## config.mk

```make
export PLATFORM = sky130hd
export DESIGN_NAME = ref_tap_divider
export DESIGN_NICKNAME = d
export VERILOG_FILES = /design/src/rtl/refdiv_pkg.sv /design/src/rtl/refdiv_ctrl.sv /design/src/rtl/refdiv_counter.sv /design/src/rtl/refdiv_prescale.sv /design/src/rtl/refdiv_tap_select.sv /design/src/rtl/ref_tap_divider.sv
export SDC_FILE = /design/constraint.sdc
export NUM_CORES = 1
export LEC_CHECK = 0
export BUFFER_PORTS_ARGS = -buffer_cell sky130_fd_sc_hd__buf_2
export CORE_MARGIN = 3
export CORE_UTILIZATION = 55
export DETAILED_ROUTE_END_ITERATION = 12
export GPL_TIMING_DRIVEN = 0
export PLACE_DENSITY = 0.76
export SLEW_MARGIN = 20
export SYNTH_ARGS = -nofsm -noshare
export SYNTH_HDL_FRONTEND = slang
export SYNTH_SLANG_ARGS = --single-unit
```

## constraint.sdc

```tcl
create_clock -name clk -period 2.65 [get_ports clk]
set_input_delay 0.53 -clock clk [delete_from_list [all_inputs] [get_ports clk]]
set_output_delay 0.53 -clock clk [all_outputs]
set_load 0.01 [all_outputs]
```

## src/rtl/refdiv_pkg.sv

```systemverilog
package refdiv_pkg;
    typedef enum logic [1:0] {
        ST_OFF  = 2'd0,
        ST_LOAD = 2'd1,
        ST_RUN  = 2'd2
    } run_state_t;
endpackage

```

## src/rtl/refdiv_ctrl.sv

```systemverilog
module refdiv_ctrl
    import refdiv_pkg::*;
(
    input  logic clk,
    input  logic rst_n,
    input  logic enable,
    input  logic resync,
    output logic load,
    output logic run
);
    run_state_t state_q, state_d;

    always_ff @(posedge clk or negedge rst_n) begin
        if (!rst_n) state_q <= ST_OFF;
        else        state_q <= state_d;
    end

    always_comb begin
        state_d = state_q;
        unique case (state_q)
            ST_OFF:  if (enable) state_d = ST_LOAD;
            ST_LOAD: begin
                if (!enable)     state_d = ST_OFF;
                else if (!resync) state_d = ST_RUN;
            end
            ST_RUN: begin
                if (!enable)     state_d = ST_OFF;
                else if (resync) state_d = ST_LOAD;
            end
            default: state_d = ST_OFF;
        endcase
    end

    always_comb begin
        load = (state_q == ST_LOAD);
        run  = (state_q == ST_RUN);
    end

    // a resync seen while running always leads to a load cycle
    assert_resync_loads_R10: assert property (@(posedge clk) disable iff (!rst_n)
        (run && enable && resync) |=> load);
endmodule

```

## src/rtl/refdiv_counter.sv

```systemverilog
module refdiv_counter #(
    parameter int RW   = 10,
    parameter int RMIN = 4
) (
    input  logic          clk,
    input  logic          rst_n,
    input  logic          load,
    input  logic          run,
    input  logic [RW-1:0] ratio,
    output logic          tc
);
    localparam logic [RW-1:0] FLOOR    = RW'(RMIN);
    localparam logic [RW-1:0] FLOOR_M1 = RW'(RMIN - 1);

    logic [RW-1:0] cnt_q;
    logic [RW-1:0] eff_ratio;
    logic [RW-1:0] preset;

    always_comb begin
        eff_ratio = (ratio < FLOOR) ? FLOOR : ratio;
        preset    = eff_ratio - 1'b1;
        tc        = run && (cnt_q == '0);
    end

    always_ff @(posedge clk or negedge rst_n) begin
        if (!rst_n)          cnt_q <= '0;
        else if (load)       cnt_q <= preset;
        else if (run) begin
            if (cnt_q == '0) cnt_q <= preset;
            else             cnt_q <= cnt_q - 1'b1;
        end
    end

    assert_count_step_R1: assert property (@(posedge clk) disable iff (!rst_n)
        (run && cnt_q != '0) |=> (cnt_q == $past(cnt_q) - 1'b1));

    assert_reload_floor_R6: assert property (@(posedge clk) disable iff (!rst_n)
        tc |=> (cnt_q >= FLOOR_M1));
endmodule

```

## src/rtl/refdiv_prescale.sv

```systemverilog
module refdiv_prescale #(
    parameter int HALVERS = 4
) (
    input  logic             clk,
    input  logic             rst_n,
    input  logic             load,
    input  logic             tc,
    output logic [HALVERS:0] taps
);
    logic [HALVERS-1:0] chain_q;

    always_ff @(posedge clk or negedge rst_n) begin
        if (!rst_n)    chain_q <= '0;
        else if (load) chain_q <= '0;
        else if (tc)   chain_q <= chain_q + 1'b1;
    end

    assign taps[0] = tc;
    for (genvar k = 1; k <= HALVERS; k++) begin : g_tap
        assign taps[k] = tc && (&chain_q[k-1:0]);
    end

    // the halving chain only moves on a terminal count or a restart
    assert_chain_hold_R2: assert property (@(posedge clk) disable iff (!rst_n)
        (!tc && !load) |=> $stable(chain_q));
endmodule

```

## src/rtl/refdiv_tap_select.sv

```systemverilog
module refdiv_tap_select #(
    parameter int TAPS    = 5,
    parameter int SELW    = 3,
    parameter bit REVERSE = 1'b0
) (
    input  logic [SELW-1:0] sel,
    input  logic [TAPS-1:0] taps,
    output logic            hit
);
    localparam logic [SELW-1:0] LAST = SELW'(TAPS - 1);

    logic [SELW-1:0] code;
    logic [SELW-1:0] idx;

    always_comb code = (sel > LAST) ? LAST : sel;

    if (REVERSE) begin : g_rev
        always_comb idx = LAST - code;
    end else begin : g_fwd
        always_comb idx = code;
    end

    always_comb hit = taps[idx];
endmodule

```

## src/rtl/ref_tap_divider.sv

```systemverilog
module ref_tap_divider #(
    parameter int RATIO_W   = 10,
    parameter int RATIO_MIN = 4,
    parameter int HALVERS   = 4,
    parameter int SEL_W     = 3
) (
    input  logic               clk,
    input  logic               rst_n,
    input  logic               enable,
    input  logic               resync,
    input  logic [RATIO_W-1:0] ratio,
    input  logic [SEL_W-1:0]   main_sel,
    input  logic [SEL_W-1:0]   aux_sel,
    output logic               main_pulse,
    output logic               aux_pulse
);
    localparam int TAPS = HALVERS + 1;

    logic            load, run, tc;
    logic [TAPS-1:0] taps;
    logic            main_hit, aux_hit;

    refdiv_ctrl u_ctrl (
        .clk(clk), .rst_n(rst_n), .enable(enable), .resync(resync),
        .load(load), .run(run)
    );

    refdiv_counter #(.RW(RATIO_W), .RMIN(RATIO_MIN)) u_cnt (
        .clk(clk), .rst_n(rst_n), .load(load), .run(run),
        .ratio(ratio), .tc(tc)
    );

    refdiv_prescale #(.HALVERS(HALVERS)) u_pre (
        .clk(clk), .rst_n(rst_n), .load(load), .tc(tc), .taps(taps)
    );

    refdiv_tap_select #(.TAPS(TAPS), .SELW(SEL_W), .REVERSE(1'b0)) u_main (
        .sel(main_sel), .taps(taps), .hit(main_hit)
    );

    refdiv_tap_select #(.TAPS(TAPS), .SELW(SEL_W), .REVERSE(1'b1)) u_aux (
        .sel(aux_sel), .taps(taps), .hit(aux_hit)
    );

    always_ff @(posedge clk or negedge rst_n) begin
        if (!rst_n) begin
            main_pulse <= 1'b0;
            aux_pulse  <= 1'b0;
        end else begin
            main_pulse <= enable && main_hit;
            aux_pulse  <= enable && aux_hit;
        end
    end

    assert_main_single_R7: assert property (@(posedge clk) disable iff (!rst_n)
        main_pulse |=> !main_pulse);

    assert_aux_single_R7: assert property (@(posedge clk) disable iff (!rst_n)
        aux_pulse |=> !aux_pulse);

    assert_off_quiet_R9: assert property (@(posedge clk) disable iff (!rst_n)
        !enable |=> (!main_pulse && !aux_pulse));
endmodule

```

==> impl_metrics.env, run 1 <==
export IMPL_wl_microns=3410
export IMPL_worstPathMaxFanout=10
export IMPL_clk_pin_slew_ns=0.11
export IMPL_crit_start="u_cnt.cnt_q[0]$_DFFE_PN0P_"
export IMPL_synth_largest_area_cell="dfrtp_1"
export IMPL_dr_first_iter_drc_count=110
export IMPL_p_per_area_nw_per_um2=859.2
export IMPL_clkLatencyLatePin_ns=0.29
export IMPL_p_leak_nw=0.7047
export IMPL_synthArstFlopShare_pct=100.0
export IMPL_rr_startpoint="u_cnt.cnt_q[0]$_DFFE_PN0P_"
export IMPL_synth_edf_count=0
export IMPL_syn_inst=163
export IMPL_crit_family="compound AO/OA/AOI/OAI gates"
export IMPL_syn_area_sq_um=1431
export IMPL_synth_nets=191
export IMPL_synth_seq_cells=18
export IMPL_status="completed"
export IMPL_dr_pass1_iters=4
export IMPL_cp_buffers_inverters=1
export IMPL_fp_row_count=17
export IMPL_cp_required_ns=2.82
export IMPL_grt_max_degree=19
export IMPL_maxSlewHeadroom_pct=55.06
export IMPL_cts_setup_buffers=0
export IMPL_busiest_layer="met2"
export IMPL_whs_ns=0.1448
export IMPL_start_util_pct=61.18
export IMPL_maxCapViolations=0
export IMPL_synthFlopType="dfrtp_1"
export IMPL_dieArea_sq_um=3251
export IMPL_core_area_sq_um=2340
export IMPL_period_needed_ns=2.253
export IMPL_grt_util_met2_pct=38.01
export IMPL_grt_pass1_vias=1340
export IMPL_io_pins=22
export IMPL_h_tree_depth=1
export IMPL_cts_resized=0
export IMPL_slew_viol_final=0
export IMPL_finalSetupViolCount=0
export IMPL_area_growth_pct=12.33
export IMPL_cts_tree="built"
export IMPL_use_met3_pct=3.394
export IMPL_grt_usage_pct=21.85
export IMPL_arrival_ns=2.42
export IMPL_min_path_type="in2async"
export IMPL_hold_viol=0
export IMPL_nets=217
export IMPL_slowest_stage="a2111oi_0"
export IMPL_antenna_left=0
export IMPL_avgSynthCellArea_sq_um=8.781
export IMPL_path_class="reg2reg"
export IMPL_wl_per_cell_microns=15.79
export IMPL_cts_sinks=18
export IMPL_die_height_microns=57.02
export IMPL_place_area_sq_um=1572
export IMPL_drc=0
export IMPL_gr_total_overflow=0
export IMPL_skew_ns=0.002333
export IMPL_num_vias=1398
export IMPL_post_dp_hpwl_microns=2559
export IMPL_die_w_microns=57.02
export IMPL_vias_per_cell=6.472
export IMPL_cts_made_buffers=3
export IMPL_clockBufferDepth=2
export IMPL_ys_types=52
export IMPL_gp_congestion=0.8030
export IMPL_cp_start_kind="flip-flop"
export IMPL_drive_above_1_share_pct=20.74
export IMPL_rsz0062_at_grt="no"
export IMPL_path_cells="inv_1 -> ha_1 -> nor3b_4 -> a31oi_2 -> a2111oi_0 -> nor3_1"
export IMPL_period_share_pct=85.02
export IMPL_worstMarginPinSlew_ns=0.6680
export IMPL_root_buffer="clkbuf_4"
export IMPL_diodes=0
export IMPL_synthTopCellsByArea="dfrtp_1, ha_1, nor2_1"
export IMPL_grt_util_met1_pct=27.41
export IMPL_endpoint_kind="flip-flop"
export IMPL_antenna_found_initial=0
export IMPL_port_buffers=21
export IMPL_seq_area_frac_synth_pct=31.47
export IMPL_holdBufCountCts=0
export IMPL_grt_pass1_wl_microns=5754
export IMPL_yosysWarningCount=0
export IMPL_ir_worst_vdd_uv=626.5
export IMPL_clock_fmax_mhz=443.8
export IMPL_final_design_area_no_fill_sq_um=1608
export IMPL_synth_top_area_share_pct=31.47
export IMPL_critical_path_max_stage_delay_ns=0.56
export IMPL_setup_tns_ns=0
## placed cells by master (no fill, tap or decap), drive strengths merged, types with 2 or more instances in the layout
| cell | instances |
|---|---|
| nor3b | 3 |
| mux2i | 4 |
| nand4 | 2 |
| a211oi | 6 |
| inv | 12 |
| or2 | 3 |
| dfrtp | 18 |
| nand4b | 2 |
| or4 | 3 |
| a31oi | 5 |
| buf | 22 |
| nand3 | 7 |
| a221oi | 2 |
| nor4 | 3 |
| o32ai | 2 |
| nor2b | 3 |
| nand2 | 4 |
| xor2 | 3 |
| and3 | 2 |
| ha | 8 |
| nand3b | 2 |
| nand2b | 2 |
| o21ai | 10 |
| nor3 | 10 |
| clkbuf | 8 |
| a21oi | 8 |
| nor2 | 16 |
## power by group
group	internal, mW	total, mW	switching, mW
Sequential	0.361	0.483	0.122
Combinational	0.291	0.727	0.437
Clock	0.0837	0.172	0.0878
## area by class of cell
type,count,area (sq um)
multi-input combinational,128,915.9
fill,206,732.0
sequential,18,450.4
timing repair buffer,21,105.1
inverter,12,45.04
clock buffer,4,36.28
tap,28,35.03
buffer,5,20.02
## metrics by stage
| stage | cells | total power [mW] | utilization, % | setup WS, ns |
|---|---|---|---|---|
| after floorplan | 163 | 1.007 | - | 0.8065 |
| after detailed placement | 212 | 1.196 | 67.17 | 0.2980 |
| after global routing | 216 | 1.499 | 68.72 | 0.2483 |
| after CTS | 216 | 1.374 | 68.72 | 0.3981 |
| after global placement | 212 | 1.161 | 67.17 | 0.3771 |
| final | 216 | 1.381 | 68.72 | 0.3970 |
## logic make-up after synthesis
kind of cell | Yosys count | synth area share, %
adder cells (fa/ha/maj) | 8 | 6.993
AND/OR/NAND/NOR | 64 | 26.57
buffers and inverters | 17 | 4.545
flip-flops | 18 | 31.47
XOR/XNOR | 3 | 1.836
AO/OA/AOI/OAI | 48 | 25.00
multiplexers | 5 | 3.584
## worst reg2reg max path: stages (launching register included)
cell	delay [ns]
dfrtp_1	0.45
inv_1	0.08
ha_1	0.18
nor3b_4	0.41
a31oi_2	0.32
a2111oi_0	0.56
nor3_1	0.12
## cells in the mapped netlist, types with 2 or more instances
| cell type | n |
|---|---|
| dfrtp_1 | 18 |
| nor2_1 | 16 |
| inv_1 | 12 |
| o21ai_0 | 10 |
| a21oi_1 | 8 |
| ha_1 | 8 |
| nor3_1 | 8 |
| nand3_1 | 7 |
| a211oi_1 | 5 |
| a31oi_1 | 4 |
| clkbuf_1 | 4 |
| mux2i_1 | 4 |
| nand2_1 | 4 |
| nor2b_1 | 3 |
| nor4_1 | 3 |
| or2_2 | 3 |
| or4_1 | 3 |
| xor2_1 | 3 |
| and3_1 | 2 |
| nand2b_1 | 2 |
| nand3b_1 | 2 |
| nand4b_1 | 2 |
| nor3b_1 | 2 |
| o32ai_1 | 2 |
## flip-flops by register name, summed over array words and instances, names as in the netlist
signal	count
main_pulse	1
u_ctrl.state_q	2
u_pre.chain_q	4
u_cnt.cnt_q	10
aux_pulse	1
## path summary, 6_finish.rpt
| path | endpoint | slack (ns) | cells past startpoint |
|---|---|---|---|
| worst max-delay path | u_cnt.cnt_q[3]$_DFFE_PN0P_ | 0.40 | 6 |
| worst min-delay path | u_ctrl.state_q[0]$_DFFE_PN0P_ | 0.14 | 1 |
| worst max register to register | u_cnt.cnt_q[3]$_DFFE_PN0P_ | 0.40 | 6 |
| worst min register to register | u_pre.chain_q[1]$_DFFE_PN0P_ | 0.58 | 2 |
| max in group asynchronous | u_pre.chain_q[2]$_DFFE_PN0P_ | 2.22 | 1 |
| min in group clk | main_pulse$_DFF_PN0_ | 0.42 | 2 |
## per-layer routing
metal	up-vias	share of wire, %
li1	672	-
met1	657	41
met2	61	51
met3	8	6.9
met4	0	1.7
met5	-	0
(Power assumes the default switching activity.)
==> run 2: changes to the inputs <==
--- a/config.mk
+++ b/config.mk
@@ -5,12 +5,13 @@
 export SDC_FILE = /design/constraint.sdc
 export NUM_CORES = 1
 export LEC_CHECK = 0
+export ABC_AREA = 1
 export BUFFER_PORTS_ARGS = -buffer_cell sky130_fd_sc_hd__buf_2
 export CORE_MARGIN = 3
 export CORE_UTILIZATION = 55
 export DETAILED_ROUTE_END_ITERATION = 12
 export GPL_TIMING_DRIVEN = 0
-export PLACE_DENSITY = 0.76
+export PLACE_DENSITY = 0.75
 export SLEW_MARGIN = 20
 export SYNTH_ARGS = -nofsm -noshare
 export SYNTH_HDL_FRONTEND = slang
==> run 2 against run 1 <==
Effect of this change: non-clock buffer count fell by 3; combinational power rose by 32%; clock skew grew 0.0068 ns; clock power is essentially flat; maximum frequency up 27%; register-to-register slack improved by 0.49 ns; synthesized area increased by 3.6%; via count is 2.4% higher; die area rose by 3.2%; flip-flop and latch count unchanged; synthesized cell count increased by 27%.
==> impl_metrics.env, run 2 <==
export IMPL_yosysWarningCount=0
export IMPL_fp_row_count=18
export IMPL_rr_worst_depth=10
export IMPL_syn_inst=207
export IMPL_pre_cts_ws_ns=0.9040
export IMPL_area_growth_pct=12.07
export IMPL_mostFrequentLayoutCell="nand2_1"
export IMPL_maxCapViolations=0
export IMPL_rsz0062_at_grt="no"
export IMPL_nets=261
export IMPL_finalWorstSetupSlack_ns=0.8827
export IMPL_endpoint_kind="flip-flop"
export IMPL_grt_usage_pct=22.75
export IMPL_seqCellArea_sq_um=450.4
export IMPL_synth_top_area_share_pct=30.38
export IMPL_synthArstFlopShare_pct=100.0
export IMPL_cts_resized=0
export IMPL_p_per_area_nw_per_um2=978.0
export IMPL_cp_required_ns=2.84
export IMPL_synth_edf_count=0
export IMPL_holdBufCountCts=0
export IMPL_fillers=228
export IMPL_period_share_pct=66.69
export IMPL_seq_area_frac_synth_pct=30.38
export IMPL_worstMarginPinSlew_ns=0.4930
export IMPL_synth_common_cells="nand2_1, inv_1, nor2_1"
export IMPL_period_needed_ns=1.767
export IMPL_gp_congestion=0.8079
export IMPL_io_pins=22
export IMPL_grt_pass1_wl_microns=5920
export IMPL_synth_nets=235
export IMPL_synth_seq_cells=18
export IMPL_dr_first_iter_drc_count=62
export IMPL_wl_microns=3332
export IMPL_cts_tree="built"
export IMPL_clockBufferDepth=2
export IMPL_num_vias=1431
export IMPL_grt_max_degree=19
export IMPL_clock_fmax_mhz=565.8
export IMPL_top_regs="u_cnt.cnt_q (10), u_pre.chain_q (4), u_ctrl.state_q (2)"
export IMPL_gr_total_overflow=0
export IMPL_cts_setup_buffers=0
export IMPL_port_buffers=21
export IMPL_path_class="reg2reg"
export IMPL_cts_made_buffers=3
export IMPL_top_register="u_cnt.cnt_q"
export IMPL_grt_pass1_vias=1446
export IMPL_hold_viol=0
export IMPL_slew_viol_final=0
export IMPL_core_area_sq_um=2522
export IMPL_antenna_found_initial=0
export IMPL_vias_per_cell=5.462
export IMPL_ir_worst_vdd_uv=682.3
export IMPL_dieArea_sq_um=3355
export IMPL_post_synth_top_count_cell="nand2_1"
export IMPL_status="completed"
export IMPL_antenna_left=0
export IMPL_synthFlopType="dfrtp_1"
export IMPL_layout_common_cells="nand2_1, inv_1, nor2_1, buf_2, dfrtp_1"
export IMPL_multi_input_area_sq_um=903.4
export IMPL_setup_tns_ns=0
export IMPL_worstPathMaxFanout=10
export IMPL_rr_startpoint="u_cnt.cnt_q[0]$_DFFE_PN0P_"
export IMPL_start_util_pct=58.78
export IMPL_synthTopCellsByArea="dfrtp_1, nand2_1, ha_1"
export IMPL_root_buffer="clkbuf_4"
export IMPL_timing_rr_end="u_cnt.cnt_q[5]$_DFFE_PN0P_"
export IMPL_die_w_microns=57.92
export IMPL_arrival_ns=1.95
export IMPL_ys_types=30
export IMPL_dr_pass1_iters=6
export IMPL_drive_above_1_share_pct=18.10
export IMPL_syn_area_sq_um=1483
export IMPL_clkLatencyLatePin_ns=0.30
export IMPL_skew_ns=0.009174
export IMPL_regToRegSetupSlack_ns=0.88
export IMPL_cts_sinks=18
export IMPL_avgSynthCellArea_sq_um=7.163
export IMPL_synth_largest_area_cell="dfrtp_1"
export IMPL_wl_per_cell_microns=12.72
export IMPL_min_path_type="in2async"
export IMPL_finalSetupViolCount=0
export IMPL_maxSlewHeadroom_pct=67.13
export IMPL_h_tree_depth=1
export IMPL_post_dp_hpwl_microns=2655
export IMPL_die_height_microns=57.92
export IMPL_p_leak_nw=0.8941
export IMPL_clk_pin_slew_ns=0.12
export IMPL_diodes=0
export IMPL_largest_reg_flops=10
export IMPL_drc=0
export IMPL_cp_start_kind="flip-flop"
==> run 2: metal layers <==
layer	vias to the layer above	wire, microns	part of all wire (%)	track usage (%)
met1	666	1395	42	26.16
met5	-	0	0	0
met3	6	120	3.6	2.673
met4	0	48	1.4	8.609
met2	31	1767	53	42.58
li1	728	-	-	-
==> run 2: final cells by class <==
type,instances,share of cell area [%]
Timing Repair Buffer,21,6.325
Clock buffer,4,2.184
Inverter,28,6.325
Buffer,2,1.431
Sequential cell,18,27.11
Tap cell,30,2.259
Multi-Input combinational cell,159,54.37
==> run 2: worst max-delay path, stage by stage, from the launching register on <==
cell	delay, ns
dfrtp_1	0.38
inv_1	0.15
ha_1	0.29
nand2_4	0.11
nor2_8	0.15
nand2_2	0.08
nand2_4	0.12
buf_12	0.15
nand3_2	0.09
o211ai_2	0.07
nand2_1	0.07
==> run 2: stage by stage <==
| step | power, mW | cell area, sq um | std cells | utilization (%) | hold slack (ns) |
|---|---|---|---|---|---|
| after floorplan | 1.230 | 1483 | 207 | - | 0.2344 |
| after detailed placement | 1.451 | 1625 | 258 | 64.43 | 0.4940 |
| after CTS | 1.638 | 1662 | 262 | 65.87 | 0.1609 |
| after global placement | 1.391 | 1625 | 258 | 64.43 | 0.4860 |
| after global routing | 1.789 | 1662 | 262 | 65.87 | 0.1592 |
| final | 1.625 | 1662 | 262 | 65.87 | 0.1430 |
==> run 2: where the power goes <==
| group | switching, mW | internal [mW] | total, mW |
|---|---|---|---|
| Clock | 0.0908 | 0.0837 | 0.175 |
| Sequential | 0.110 | 0.377 | 0.487 |
| Combinational | 0.596 | 0.368 | 0.963 |
| Total | 0.796 | 0.829 | 1.63 |
==> run 2: kinds of logic (layout without fill, tap and decap cells) <==
| family | after synthesis | in the layout | share of synthesized area [%] |
|---|---|---|---|
| buffers and inverters | 30 | 55 | 8.692 |
| and+or+nand+nor | 114 | 114 | 37.05 |
| adders and majority gates | 8 | 8 | 6.751 |
| AOI/OAI and AO/OA | 29 | 29 | 12.40 |
| DFF | 18 | 18 | 30.38 |
| xor gates and xnor gates | 8 | 8 | 4.726 |
==> run 2: how the worst max path moves through the flow <==
stage | slack (ns) | to | start
finish | 0.88 | u_cnt.cnt_q[5]$_DFFE_PN0P_ | u_cnt.cnt_q[0]$_DFFE_PN0P_
global route | 0.73 | u_cnt.cnt_q[5]$_DFFE_PN0P_ | u_cnt.cnt_q[0]$_DFFE_PN0P_
CTS | 0.88 | u_cnt.cnt_q[4]$_DFFE_PN0P_ | u_cnt.cnt_q[0]$_DFFE_PN0P_
detailed placement | 0.90 | u_cnt.cnt_q[4]$_DFFE_PN0P_ | u_cnt.cnt_q[0]$_DFFE_PN0P_
global placement | 0.94 | u_cnt.cnt_q[5]$_DFFE_PN0P_ | u_cnt.cnt_q[0]$_DFFE_PN0P_
floorplan | 1.12 | u_cnt.cnt_q[5]$_DFFE_PN0P_ | u_cnt.cnt_q[0]$_DFFE_PN0P_
